## src/rtl/rimm_pkg.sv

```systemverilog
package rimm_pkg;
    parameter int WORD_W  = 32;
    parameter int BASE_W  = 8;
    parameter int CNT_W   = 4;
    localparam int FIELD_W = BASE_W + CNT_W;
    localparam int AMT_W   = CNT_W + 1;

    typedef logic [WORD_W-1:0] word_t;

    typedef struct packed {
        logic [CNT_W-1:0]  count;
        logic [BASE_W-1:0] base;
    } imm_field_t;

    typedef struct packed {
        word_t value;
        logic  carry;
    } imm_result_t;

    // the rotation distance is always even: twice the count
    function automatic logic [AMT_W-1:0] rot_amount(input logic [CNT_W-1:0] c);
        return {c, 1'b0};
    endfunction
endpackage

```

## src/rtl/rimm_rotator.sv

```systemverilog
module rimm_rotator
    import rimm_pkg::*;
(
    input  imm_field_t fld,
    output word_t      value
);
    logic [WORD_W-1:0]   ext;
    logic [2*WORD_W-1:0] dbl;
    logic [2*WORD_W-1:0] shifted;

    assign ext     = {{(WORD_W-BASE_W){1'b0}}, fld.base};
    // a doubled word shifted right gives a right rotation in its low half
    assign dbl     = {ext, ext};
    assign shifted = dbl >> rot_amount(fld.count);
    assign value   = shifted[WORD_W-1:0];
endmodule

```

## src/rtl/rimm_carry_sel.sv

```systemverilog
module rimm_carry_sel
    import rimm_pkg::*;
(
    input  logic [CNT_W-1:0] count,
    input  logic             value_msb,
    input  logic             carry_in,
    output logic             carry
);
    always_comb begin
        if (count == '0) carry = carry_in;
        else             carry = value_msb;
    end
endmodule

```

## src/rtl/rimm_out_stage.sv

```systemverilog
module rimm_out_stage
    import rimm_pkg::*;
#(
    parameter bit REG_STAGE = 1'b1
) (
    input  logic        clk,
    input  logic        rst,
    input  logic        in_valid,
    input  imm_result_t nxt,
    output logic        out_valid,
    output imm_result_t res
);
    generate
        if (REG_STAGE) begin : g_reg
            always_ff @(posedge clk) begin
                if (rst) begin
                    out_valid <= 1'b0;
                    res       <= '0;
                end else begin
                    out_valid <= in_valid;
                    if (in_valid) res <= nxt;
                end
            end
        end else begin : g_comb
            assign out_valid = in_valid;
            assign res       = nxt;
        end
    endgenerate
endmodule

```

## src/rtl/rimm_expand.sv

```systemverilog
module rimm_expand
    import rimm_pkg::*;
#(
    parameter bit REG_STAGE = 1'b1
) (
    input  logic               clk,
    input  logic               rst,
    input  logic               in_valid,
    input  logic [FIELD_W-1:0] field,
    input  logic               carry_in,
    output logic               out_valid,
    output logic [WORD_W-1:0]  const_out,
    output logic               carry_out
);
    imm_field_t  fld;
    imm_result_t nxt;
    imm_result_t res;
    word_t       rot_value;
    logic        sel_carry;

    assign fld = imm_field_t'(field);

    rimm_rotator u_rot (
        .fld   (fld),
        .value (rot_value)
    );

    rimm_carry_sel u_carry (
        .count     (fld.count),
        .value_msb (rot_value[WORD_W-1]),
        .carry_in  (carry_in),
        .carry     (sel_carry)
    );

    assign nxt.value = rot_value;
    assign nxt.carry = sel_carry;

    rimm_out_stage #(.REG_STAGE(REG_STAGE)) u_out (
        .clk       (clk),
        .rst       (rst),
        .in_valid  (in_valid),
        .nxt       (nxt),
        .out_valid (out_valid),
        .res       (res)
    );

    assign const_out = res.value;
    assign carry_out = res.carry;


    ones_kept_chk: assert property (@(posedge clk) disable iff (rst)
        $countones(rot_value) == $countones(fld.base));


    zero_rot_chk: assert property (@(posedge clk) disable iff (rst)
        (fld.count == '0) |-> (rot_value == word_t'(fld.base)));

    generate
        if (REG_STAGE) begin : g_chk

            valid_rise_chk: assert property (@(posedge clk) disable iff (rst)
                in_valid |=> out_valid);

            valid_idle_chk: assert property (@(posedge clk) disable iff (rst)
                !in_valid |=> !out_valid);

            hold_chk: assert property (@(posedge clk) disable iff (rst)
                !in_valid |=> ($stable(const_out) && $stable(carry_out)));

            carry_keep_chk: assert property (@(posedge clk) disable iff (rst)
                (in_valid && fld.count == '0) |=> (carry_out == $past(carry_in)));

            carry_msb_chk: assert property (@(posedge clk) disable iff (rst)
                (in_valid && fld.count != '0) |=> (carry_out == const_out[WORD_W-1]));
        end
    endgenerate
endmodule

```

## config.mk

```make
export PLATFORM = sky130hd
export DESIGN_NAME = rimm_expand
export DESIGN_NICKNAME = d
export VERILOG_FILES = /design/src/rtl/rimm_pkg.sv /design/src/rtl/rimm_rotator.sv /design/src/rtl/rimm_carry_sel.sv /design/src/rtl/rimm_out_stage.sv /design/src/rtl/rimm_expand.sv
export SDC_FILE = /design/constraint.sdc
export NUM_CORES = 1
export LEC_CHECK = 0
export ABC_CLOCK_PERIOD_IN_PS = 3100
export BUFFER_PORTS_ARGS = -buffer_cell sky130_fd_sc_hd__buf_2
export CAP_MARGIN = 10
export CORE_ASPECT_RATIO = 0.7
export CORE_MARGIN = 4
export CORE_UTILIZATION = 45
export CTS_CLUSTER_DIAMETER = 150
export DETAILED_ROUTE_END_ITERATION = 8
export PLACE_DENSITY = 0.71
export SLEW_MARGIN = 40
export SYNTH_ARGS = -nofsm -noshare
export SYNTH_HDL_FRONTEND = slang
export SYNTH_SLANG_ARGS = --single-unit
```

## constraint.sdc

```tcl
create_clock -name clk -period 3.1 [get_ports clk]
set_input_delay 0.31 -clock clk [delete_from_list [all_inputs] [get_ports clk]]
set_output_delay 0.31 -clock clk [all_outputs]
set_load 0.03 [all_outputs]
```

# --- After elaboration in Yosys (flattened, before gate mapping) ---
# Cells that the tools add are included.
totals:
  ff_bits: 34
  in_bits: 16
  out_inout_bits: 34
  elab_cells: 6
classes:
  shift: 1
  muxes: 1
  n_reduce_logical: 1
op_table:
  columns: ["cell", "n"]
  rows:
  - [">> shifter 40 x 5 -> 32 bit", 1]
  - ["logical NOT 4 bit", 1]
  - ["two-way mux 1 bit", 1]

# --- Depth between registers and ports, before layout ---
# Gate-level depths: netlist of run 1.
logic_depth:
  depth_word: 2
  ltp_mapped: 6
  ltp_nobuf: 4

# --- Modules after synthesis ---
# From an unflattened synthesis of run 1, not the netlist that was laid out.
hier_totals:
  cells_unflattened: 209
  hier_area_um2: 1970.6
modules_own_cells:
  columns: ["mod", "instances", "cells_each", "area_per_inst_um2", "seq_area_each_um2"]
  rows:
  - ["rimm_out_stage", 1, 109, 1229.9, 680.7]
  - ["rimm_rotator", 1, 98, 716.9, 0.0]
  - ["rimm_carry_sel", 1, 2, 23.8, 0.0]

# --- Least setup slack after synthesis of run 1 ---
# Ideal clock, no wire load.
synth_path:
  path_type: "input -> register"
  from: "input field[8]"
  to: "register u_out.res[0] (netlist name)"
  setup_ns: 0.131
  t_arrival_ns: 1.346
  required_time_ns: 2.969
  path_slack_ns: 1.623
  cell_stages: 5
  n_path_buf: 1
  path_cell_list: "buf_6 > mux2_4 > a222oi_1 > o21ai_1 > nor3b_1"
synth_via:
  elab_chain_cells: 2
  word_cells_on_any_way: 3
  classes_between: "1 x shift; 1 x mux; 1 x reduce/logical"
synth_lines:
  columns: ["item", "line_no", "rtl"]
  rows:
  - ["start, declared", "rimm_expand.sv:9", "input logic [FIELD_W-1:0] field,"]
  - [">> shifter 40 x 5 -> 32 bit or logical NOT 4 bit (tied branches)", "rimm_rotator.sv:14, rimm_carry_sel.sv:10", null]
  - ["two-way mux 1 bit *", "rimm_carry_sel.sv:10", "if (count == '0) carry = carry_in;"]
# Every way passes the cells marked *; elsewhere a longest branch is shown, timed or not.
# A chain may end at the register's enable or synchronous reset.

==> results.txt, run 1 <==
Time the worst path needs with I/O delays and setup: 1653 ps. The area growth from synthesis to layout is 21.59%. Before CTS, the worst setup slack after placement is 1182 ps.

TritonCTS built the clock tree. The number of placed I/O pins came out at 50. Cell at the slowest stage of the critical path: sky130_fd_sc_hd__or4_1. The final cell count without fillers was 262; the power density normalized to cell area was 512.7 mW/mm2. In this run the critical register-to-register path is launched from u_out.res[22]. Across the routed clock network, the largest skew measured is 0 ps. For the setup-violating endpoint count in the final report, the log shows 0. The first routing iteration left 96 violations. The share of the clock period used by the worst path after layout was 0.5331.

The critical setup path kind is input port to register. In the final routed layout, each cell accounts on average for 17.26 um. For the synthesized instance count, the log shows 172.

The congestion estimate from routability-driven global placement came to 0.8958. The capturing element type of the critical path is a register. Before antenna repair, the detailed router went through 4 iterations. For the relative contribution of sequential cells to total power, the log shows 0.477. The tool flagged a number of max-cap violations equal to 0. Entering global routing, the biggest net connects 33 pins. Counting the buffers created by CTS gives 5.

The most congested layer reported by global routing was met1. Once routing completed, OpenROAD measured the worst setup slack at 1447 ps. The internal cell power is 679.3 uW. At the pin with the least slew margin, the transition time is 559.1 ps. The total nets after synthesis was 188; the number of buffers added on ports was 49. The number of buffers on the longest clock path is 2, and the distinct cell type count of the synthesized netlist is 35.

The worst hold-check path type was input port to register. The vertical die dimension was 56.97 um. The tree is rooted in a sky130_fd_sc_hd__clkbuf_8. After synthesis the cells add up to 0.001541 mm2. Share of power burned in the clock network: 0.359. Met1 usage in global routing: 0.3133.

After synthesis the netlist holds a flip-flop and latch count of 34. Across all hold checks on the routed design, the worst slack comes to 439.3 ps. At the worst endpoint, the required time is 3320 ps.

The fraction of power spent switching nets was 0.2931; the logic gate share of total power was 0.164. Share of layout cells above drive strength 1: 0.2930. In this run the worst setup path terminates at u_out.res[17].

The average cell area after synthesis was 8.962 um2. The filler cells instantiated in the layout total 304. The total via count after detailed routing came out at 1,527.

The detail-routed via count per cell works out to 5.828. STA puts the critical path data arrival time at 1870 ps. The logs give 0 for the number of antenna-violating nets in the routed design and 0.003212 mm2 for the area of the placeable core. Summed over all nets, the half-perimeter wirelength after detailed placement is 3282 um.

The repair_antennas step left the layout with diodes totalling 0. Buffers inserted to repair hold after CTS numbered 0. The category of the worst setup path launch point is an input port. The critical path goes through buf_2 > inv_1 > or4_1 > o21ai_0. The number of cells on the worst reg-to-reg path is 3.

The total of cells resized after clock tree synthesis came out at 0. The total count of hold-check failures in the final report is 0. Across all register-to-register paths, the minimum setup slack is 2240 ps. The H-tree was split into 2 levels.

The starting density of the core was 0.4799. VDD sags by at most 0.0002705 V. The maximum fanout along the worst path was 24. The run gives 0.6264 as the relative slew slack. Setup repair after global routing left no endpoint under its margin. The number of pins with negative max-slew slack in the final report is 0, and the number of global-route vias before repair is 1,395. The first global-routing pass estimated 7217 um of wire.

In this run the power spent charging and discharging nets is 281.6 uW. From left edge to right edge, the die measures 77.96 um. Summed over all cells, the static leakage comes to 0.0007678 uW. The sequential area share after synthesis is 0.4416, and the global routing usage summed across all routing layers is 0.2056. The setup total negative slack is 0 ps. The final net count was 230. The met2 layer usage reported by global route is 0.2768, and the clock sink count is 34. On the worst path, the slowest cell contributes a delay of 680 ps.

After global routing the overflow that remains totals 0. The run gives 254 as the number of cells after detailed placement. The flow ran to the end, and the final reports show no timing, DRC or antenna violations. For the number of post-CTS setup repair buffers, the log shows 0. The worst register-to-register path ends at u_out.res[22]. For the cell row count, the log shows 17. The logs give 0.05678 for the met3 track demand over resource in global routing and 0.004441 mm2 for the area of the die. After detailed routing, the number of remaining DRC violations is 0. Static timing analysis puts the maximum clock frequency at 605.1 MHz. The later pin in the worst-skew pair is clocked with a latency of 280 ps.

Clock-pin slew was measured on the worst setup and hold paths at 80 ps. For the total wire length after detailed routing, the log shows 4522 um. Count of warnings emitted by yosys: 0. Number of antenna violations at the first check in global routing: 0. The most critical setup path has its startpoint at in_valid.
[worst max-delay path: cells and delay by family]
family                 cells  cell delay, ps
buffers and inverters      2             710
AOI/OAI and AO/OA          1             170
and+or+nand+nor            1             680
[cells in the mapped netlist]
master / instances / area [um2]
sky130_fd_sc_hd__nor3b_1: 3 / 22.52
sky130_fd_sc_hd__o21ai_0: 5 / 25.02
sky130_fd_sc_hd__a32o_1: 1 / 10.01
sky130_fd_sc_hd__and2_1: 2 / 12.51
sky130_fd_sc_hd__o22ai_1: 6 / 37.54
sky130_fd_sc_hd__a2bb2oi_1: 2 / 17.52
sky130_fd_sc_hd__dfxtp_1: 34 / 680.7
sky130_fd_sc_hd__a32oi_1: 4 / 35.03
sky130_fd_sc_hd__mux2i_1: 4 / 40.04
sky130_fd_sc_hd__inv_1: 16 / 60.06
sky130_fd_sc_hd__nor3_1: 1 / 5.000
sky130_fd_sc_hd__o2bb2ai_1: 1 / 8.760
sky130_fd_sc_hd__a211oi_1: 1 / 7.510
sky130_fd_sc_hd__or4_1: 1 / 7.510
sky130_fd_sc_hd__nand3_1: 2 / 10.01
sky130_fd_sc_hd__o21ai_1: 2 / 10.01
sky130_fd_sc_hd__mux2_2: 5 / 56.30
sky130_fd_sc_hd__a222oi_1: 3 / 30.03
sky130_fd_sc_hd__nand4_1: 1 / 6.260
sky130_fd_sc_hd__nor4_1: 2 / 12.51
sky130_fd_sc_hd__a221oi_1: 2 / 17.52
sky130_fd_sc_hd__a21oi_1: 6 / 30.03
sky130_fd_sc_hd__buf_2: 5 / 25.02
sky130_fd_sc_hd__buf_6: 1 / 11.26
sky130_fd_sc_hd__nand2_1: 11 / 41.29
sky130_fd_sc_hd__a311oi_1: 1 / 8.760
sky130_fd_sc_hd__mux2_4: 1 / 15.01
sky130_fd_sc_hd__clkbuf_1: 8 / 30.03
sky130_fd_sc_hd__nor2b_1: 6 / 37.54
sky130_fd_sc_hd__a22oi_1: 4 / 30.03
sky130_fd_sc_hd__o32ai_1: 14 / 122.6
sky130_fd_sc_hd__or3_1: 2 / 12.51
sky130_fd_sc_hd__nor2_1: 13 / 48.80
sky130_fd_sc_hd__and3b_1: 1 / 8.760
sky130_fd_sc_hd__nand3b_1: 1 / 7.510
[layer usage]
metal | part of all wire | routed length (um)
met1 | 0.49 | 2210
met2 | 0.42 | 1903
met3 | 0.084 | 381
met4 | 0.0060 | 27
met5 | 0 | 0
[stage by stage]
step           power, uW  instance area (um2)  utilization
2_1_floorplan      577.1                 1541            -
3_3_place_gp       622.8                 1779       0.5540
3_5_place_dp       623.6                 1779       0.5540
4_1_cts            962.7                 1874       0.5836
5_1_grt            999.4                 1874       0.5836
6_report           960.9                 1874       0.5836
[final cells by class]
type                            count  area, um2  share of cell area
Multi-Input combinational cell    108      734.5              0.3919
Sequential cell                    34      680.7              0.3632
Timing Repair Buffer               49      245.2              0.1308
Clock buffer                        6      82.58             0.04406
Inverter                           16      60.06             0.03204
Tap cell                           47      58.81             0.03138
Clock inverter                      2      12.51            0.006676
[sequential cells by signal, summed over array words and instances (netlist names)]
| register | count |
|---|---|
| u_out.out_valid | 1 |
| u_out.res | 33 |
[power groups by stage]
stage | logic [uW] | clock network, uW | registers (uW)
final | 158 | 345 | 458
after global routing | 169 | 370 | 460
after CTS | 156 | 349 | 458
after detailed placement | 156 | 0 | 468
after global placement | 156 | 0 | 467
after floorplan | 80.7 | 0 | 496
[how the worst min path moves through the flow]
stage / slack [ps] / depth (start not counted) / startpoint / to
after floorplan: 410 / 1 / rst / u_out.out_valid
after global placement: 430 / 2 / u_out.res[2] / u_out.res[2]
after detailed placement: 450 / 2 / u_out.res[1] / u_out.res[1]
after CTS: 430 / 3 / field[11] / u_out.res[5]
after global routing: 440 / 3 / field[6] / u_out.res[7]
final: 440 / 3 / field[11] / u_out.res[5]
[logic make-up (layout without fill, tap and decap cells)]
kind of cell           after synthesis  in the layout  synth area share
DFF                                 34             34            0.4416
buffers and inverters               30             73           0.08198
AOI/OAI and AO/OA                   52             52            0.2533
and+or+nand+nor                     46             46            0.1510
muxes                               10             10           0.07224
[cells in the final DEF, fill, tap and decap left out]
cell | synthesis | final
sky130_fd_sc_hd__a211oi_1 | 1 | 1
sky130_fd_sc_hd__a21oi_1 | 6 | 6
sky130_fd_sc_hd__a221oi_1 | 2 | 2
sky130_fd_sc_hd__a222oi_1 | 3 | 3
sky130_fd_sc_hd__a22oi_1 | 4 | 4
sky130_fd_sc_hd__a2bb2oi_1 | 2 | 2
sky130_fd_sc_hd__a311oi_1 | 1 | 1
sky130_fd_sc_hd__a32o_1 | 1 | 1
sky130_fd_sc_hd__a32oi_1 | 4 | 4
sky130_fd_sc_hd__and2_1 | 2 | 2
sky130_fd_sc_hd__and3b_1 | 1 | 1
sky130_fd_sc_hd__buf_2 | 5 | 49
sky130_fd_sc_hd__clkbuf_8 | 0 | 6
sky130_fd_sc_hd__clkinv_2 | 0 | 1
sky130_fd_sc_hd__clkinvlp_4 | 0 | 1
sky130_fd_sc_hd__dfxtp_1 | 34 | 34
sky130_fd_sc_hd__inv_1 | 16 | 16
sky130_fd_sc_hd__mux2_2 | 5 | 5
sky130_fd_sc_hd__mux2_4 | 1 | 1
sky130_fd_sc_hd__mux2i_1 | 4 | 4
sky130_fd_sc_hd__nand2_1 | 11 | 11
sky130_fd_sc_hd__nand3_1 | 2 | 2
sky130_fd_sc_hd__nand3b_1 | 1 | 1
sky130_fd_sc_hd__nand4_1 | 1 | 1
sky130_fd_sc_hd__nor2_1 | 13 | 13
sky130_fd_sc_hd__nor2b_1 | 6 | 6
sky130_fd_sc_hd__nor3_1 | 1 | 1
sky130_fd_sc_hd__nor3b_1 | 3 | 3
sky130_fd_sc_hd__nor4_1 | 2 | 2
sky130_fd_sc_hd__o21ai_0 | 5 | 5
sky130_fd_sc_hd__o21ai_1 | 2 | 2
sky130_fd_sc_hd__o22ai_1 | 6 | 6
sky130_fd_sc_hd__o2bb2ai_1 | 1 | 1
sky130_fd_sc_hd__o32ai_1 | 14 | 14
sky130_fd_sc_hd__or3_1 | 2 | 2
sky130_fd_sc_hd__or4_1 | 1 | 1
No activity file was read; power rests on OpenSTA's default activity.
==> run 2: changes to the inputs <==
--- a/config.mk
+++ b/config.mk
@@ -5,7 +5,7 @@
 export SDC_FILE = /design/constraint.sdc
 export NUM_CORES = 1
 export LEC_CHECK = 0
-export ABC_CLOCK_PERIOD_IN_PS = 3100
+export ABC_CLOCK_PERIOD_IN_PS = 1350
 export BUFFER_PORTS_ARGS = -buffer_cell sky130_fd_sc_hd__buf_2
 export CAP_MARGIN = 10
 export CORE_ASPECT_RATIO = 0.7
@@ -13,7 +13,7 @@
 export CORE_UTILIZATION = 45
 export CTS_CLUSTER_DIAMETER = 150
 export DETAILED_ROUTE_END_ITERATION = 8
-export PLACE_DENSITY = 0.71
+export PLACE_DENSITY = 0.74
 export SLEW_MARGIN = 40
 export SYNTH_ARGS = -nofsm -noshare
 export SYNTH_HDL_FRONTEND = slang
==> constraint.sdc (replaced) <==
create_clock -name clk -period 1.35 [get_ports clk]
set_input_delay 0.135 -clock clk [delete_from_list [all_inputs] [get_ports clk]]
set_output_delay 0.135 -clock clk [all_outputs]
set_load 0.03 [all_outputs]
==> run 2 against run 1 <==
Hold slack lost 260 ps. Clock-buffer cell count increased by 1. Register-to-register slack worse by 1700 ps. Core utilization up 4.3 points. First-iteration DRC count increased by 97%. Critical path depth grew 2. Clock skew unchanged. Routed wire length fell by 6.8%. Setup slack lost 1300 ps. Final cell count up 7.3%.
==> results.txt, run 2 (same netlist as run 1, synthesis figures left out) <==
The run gives 0.003212 mm2 (unchanged) as the area of the placeable core. The run gives 0 (unchanged) as the number of antenna-violating nets in the routed design. The tools report the maximum ir drop on the vdd rail as 0.0005199 V (+92%). The logs give 530 ps (-1710 ps) for the reg2reg setup slack and 0.6662 (+0.03975) for the relative slew slack. The starting DRC count in detailed routing is 189 (+97%), and the number of cells after detailed placement is 273 (+7.5%). For this run, the top clock speed supported by timing is 856.2 MHz.

The run gives 1,425 (+2.2%) as the number of global-route vias before repair. Post-DP HPWL: 3239 um (-1.3%). The number of post-CTS setup repair buffers was 0 (unchanged).

The number of design rule violations left after detail routing came out at 0 (unchanged). Setup repair after global routing left no endpoint under its margin. The tools report the instance area at placement as 0.001922 mm2 (+8.0%). The area of the die was 0.004441 mm2 (unchanged); the static power due to leakage was 0.0008610 uW (+12%). The share of the clock period used by the worst path after layout works out to 0.8651. The startpoint identified for the worst hold timing path is rst. The vertical die dimension is 56.97 um (unchanged). The logs give 4215 um (-6.8%) for the total wire length after detailed routing and 0 (unchanged) for the total inserted antenna cells.

The total via count after detailed routing came out at 1,548 (+1.4%). For the number of antenna violations at the first check in global routing, the log shows 0 (unchanged). The library cell used most frequently in the layout, excluding fill and tap cells, is sky130_fd_sc_hd__buf_2. Count of H-tree levels built during CTS: 2 (unchanged). TritonCTS built the clock tree. STA classifies the critical path startpoint as an input port. The maximum fanout along the worst path is 4 (-83%), and the data required time at the worst endpoint is 1520 ps (-1800 ps).

The flip-flop count of the largest register after layout was 33 (unchanged); the time the worst path needs with I/O delays and setup was 1168 ps. The number of cells on the worst reg-to-reg path came out at 3 (unchanged). The worst register-to-register path ends at u_out.res[21].

The logs give 0.002013 mm2 (+7.4%) for the final cell area excluding filler cells and 0 (unchanged) for the number of pins with negative max-slew slack in the final report. Largest net degree at the start of global routing: 22 (-33%). The clock sink count is 34 (unchanged), and the average wire per cell in the routed design is 15.00 um (-13%). The global-route wire length before repair was 6741 um (-6.6%); the total of max-cap violations was 0 (unchanged).

Number of buffers on the longest clock path: 2 (unchanged). The number of buffers added by the clock tree synthesis step came out at 5 (unchanged). The global routing usage summed across all routing layers is 0.1898 (-0.01586).

The run gives 0 ps (unchanged) as the setup clock skew after layout. The tools report the setup total negative slack as 0 ps (unchanged). The worst hold path terminates at u_out.res[8].

The total count of hold-check failures in the final report was 0 (unchanged). The final core area utilization is 0.6268 (+0.04324), and the detail-routed via count per cell is 5.509 (-5.5%). The number of buffers added on ports was 49 (unchanged); the number of cells on the worst hold path was 2 (-1). The logs give 50 (unchanged) for the number of placed I/O pins and 17 (unchanged) for the cell row count. Register bank with the most flops: u_out.res. The transition time at the pin with the least slew margin came out at 499.6 ps (-59.50 ps). The largest registers in the layout are u_out.res x33, u_out.out_valid x1. The tools report the setup-violating endpoint count in the final report as 0 (unchanged).

The startpoint identified for the worst register-to-register timing path is u_out.res[21]. The starting density of the core was 0.4799 (unchanged). The setup path with the least slack is of type input port to register.

The post-CTS clock slew at the launch and capture registers of the worst setup and hold paths was 70 ps (about the same). Detailed-routing iteration count for the pre-antenna-repair pass: 7 (+3). The worst setup path is captured at a register.

For the remaining global-route overflow, the log shows 0 (unchanged). The run gives 0 (unchanged) as the total of cells resized after clock tree synthesis. The root buffer cell chosen for the clock tree is sky130_fd_sc_hd__clkbuf_8. The tools report the worst-skew pair later-pin latency as 280 ps (about the same).

The final weighted congestion of routability-driven global placement came out at 0.9598 (+7.1%). The min-delay analysis places its worst path in the category input port to register. The die width is 77.96 um (unchanged), and the count of hold buffers inserted by post-cts repair is 0 (unchanged).

In the layout the commonest cells are 49 x sky130_fd_sc_hd__buf_2, 34 x sky130_fd_sc_hd__dfxtp_1, 19 x sky130_fd_sc_hd__buf_4, 16 x sky130_fd_sc_hd__inv_1, 14 x sky130_fd_sc_hd__o32ai_1. The final cell count without fillers was 281 (+7.3%); the share of layout cells above drive strength 1 was 0.3462 (+0.05313). The power density normalized to cell area is 1100 mW/mm2 (+110%), and the final net count is 249 (+8.3%). The layout overhead on the synthesized area is 30.60%, and the data arrival at the endpoint of the critical path is 1330 ps (-540 ps). The flow ran to the end, and the final reports show no timing, DRC or antenna violations.
==> run 2: cell types whose count changed in the layout (fill, tap and decap cells not counted), sizes merged <==
cell / delta
buf: +19
clkinvlp: -1
clkbuf: +1
==> run 2: metrics by stage <==
stage / power [uW] / hold WS (ps) / worst slack [ps]
floorplan: 1325 / 235.8 / 47.72
global placement: 1469 / 429.7 / -63.35
detailed placement: 1469 / 438.4 / -82.22
CTS: 2230 / 179.1 / 209.0
global route: 2304 / 227.9 / 139.2
finish: 2214 / 182.7 / 182.1
==> run 2: where the power goes <==
| part | switching (uW) | leakage, uW | internal (uW) | total, uW |
|---|---|---|---|---|
| logic | 249 | 0.000536 | 153 | 402 |
| clock network | 350 | 0.0000482 | 411 | 761 |
| registers | 15.7 | 0.000276 | 1040 | 1050 |
==> run 2: cell type report <==
cell class,count,area [um2]
multi-input cells,108,734.5
clock inverters,1,5.005
flip-flops and latches,34,680.7
repair buffers,68,387.9
clock buffers,7,86.33
well taps,47,58.81
fillers,290,1199
inverters,16,60.06
==> run 2: how the worst max path moves through the flow <==
| stage | start | to | depth (start not counted) | slack, ps |
|---|---|---|---|---|
| 6_report | field[8] | u_out.res[0] | 6 | 180 |
| 5_1_grt | field[8] | u_out.res[0] | 6 | 140 |
| 4_1_cts | field[8] | u_out.res[0] | 6 | 210 |
| 3_5_place_dp | field[8] | u_out.res[0] | 6 | -80 |
| 3_3_place_gp | field[8] | u_out.res[0] | 6 | -60 |
| 2_1_floorplan | field[8] | u_out.res[0] | 5 | 50 |
==> run 2: critical path: stages <==
cell and delay, ps:
sky130_fd_sc_hd__buf_2 130, sky130_fd_sc_hd__mux2_4 330, sky130_fd_sc_hd__a222oi_1 370, sky130_fd_sc_hd__buf_4 190, sky130_fd_sc_hd__o21ai_1 50, sky130_fd_sc_hd__nor3b_1 130
==> run 2: metal layers <==
layer  wire length [um]  part of all wire  global-route usage
met5                  0                 0                   0
met4                 55             0.013             0.04738
met3                452              0.11             0.04890
met2               1691              0.40              0.2695
met1               2016              0.48              0.2849
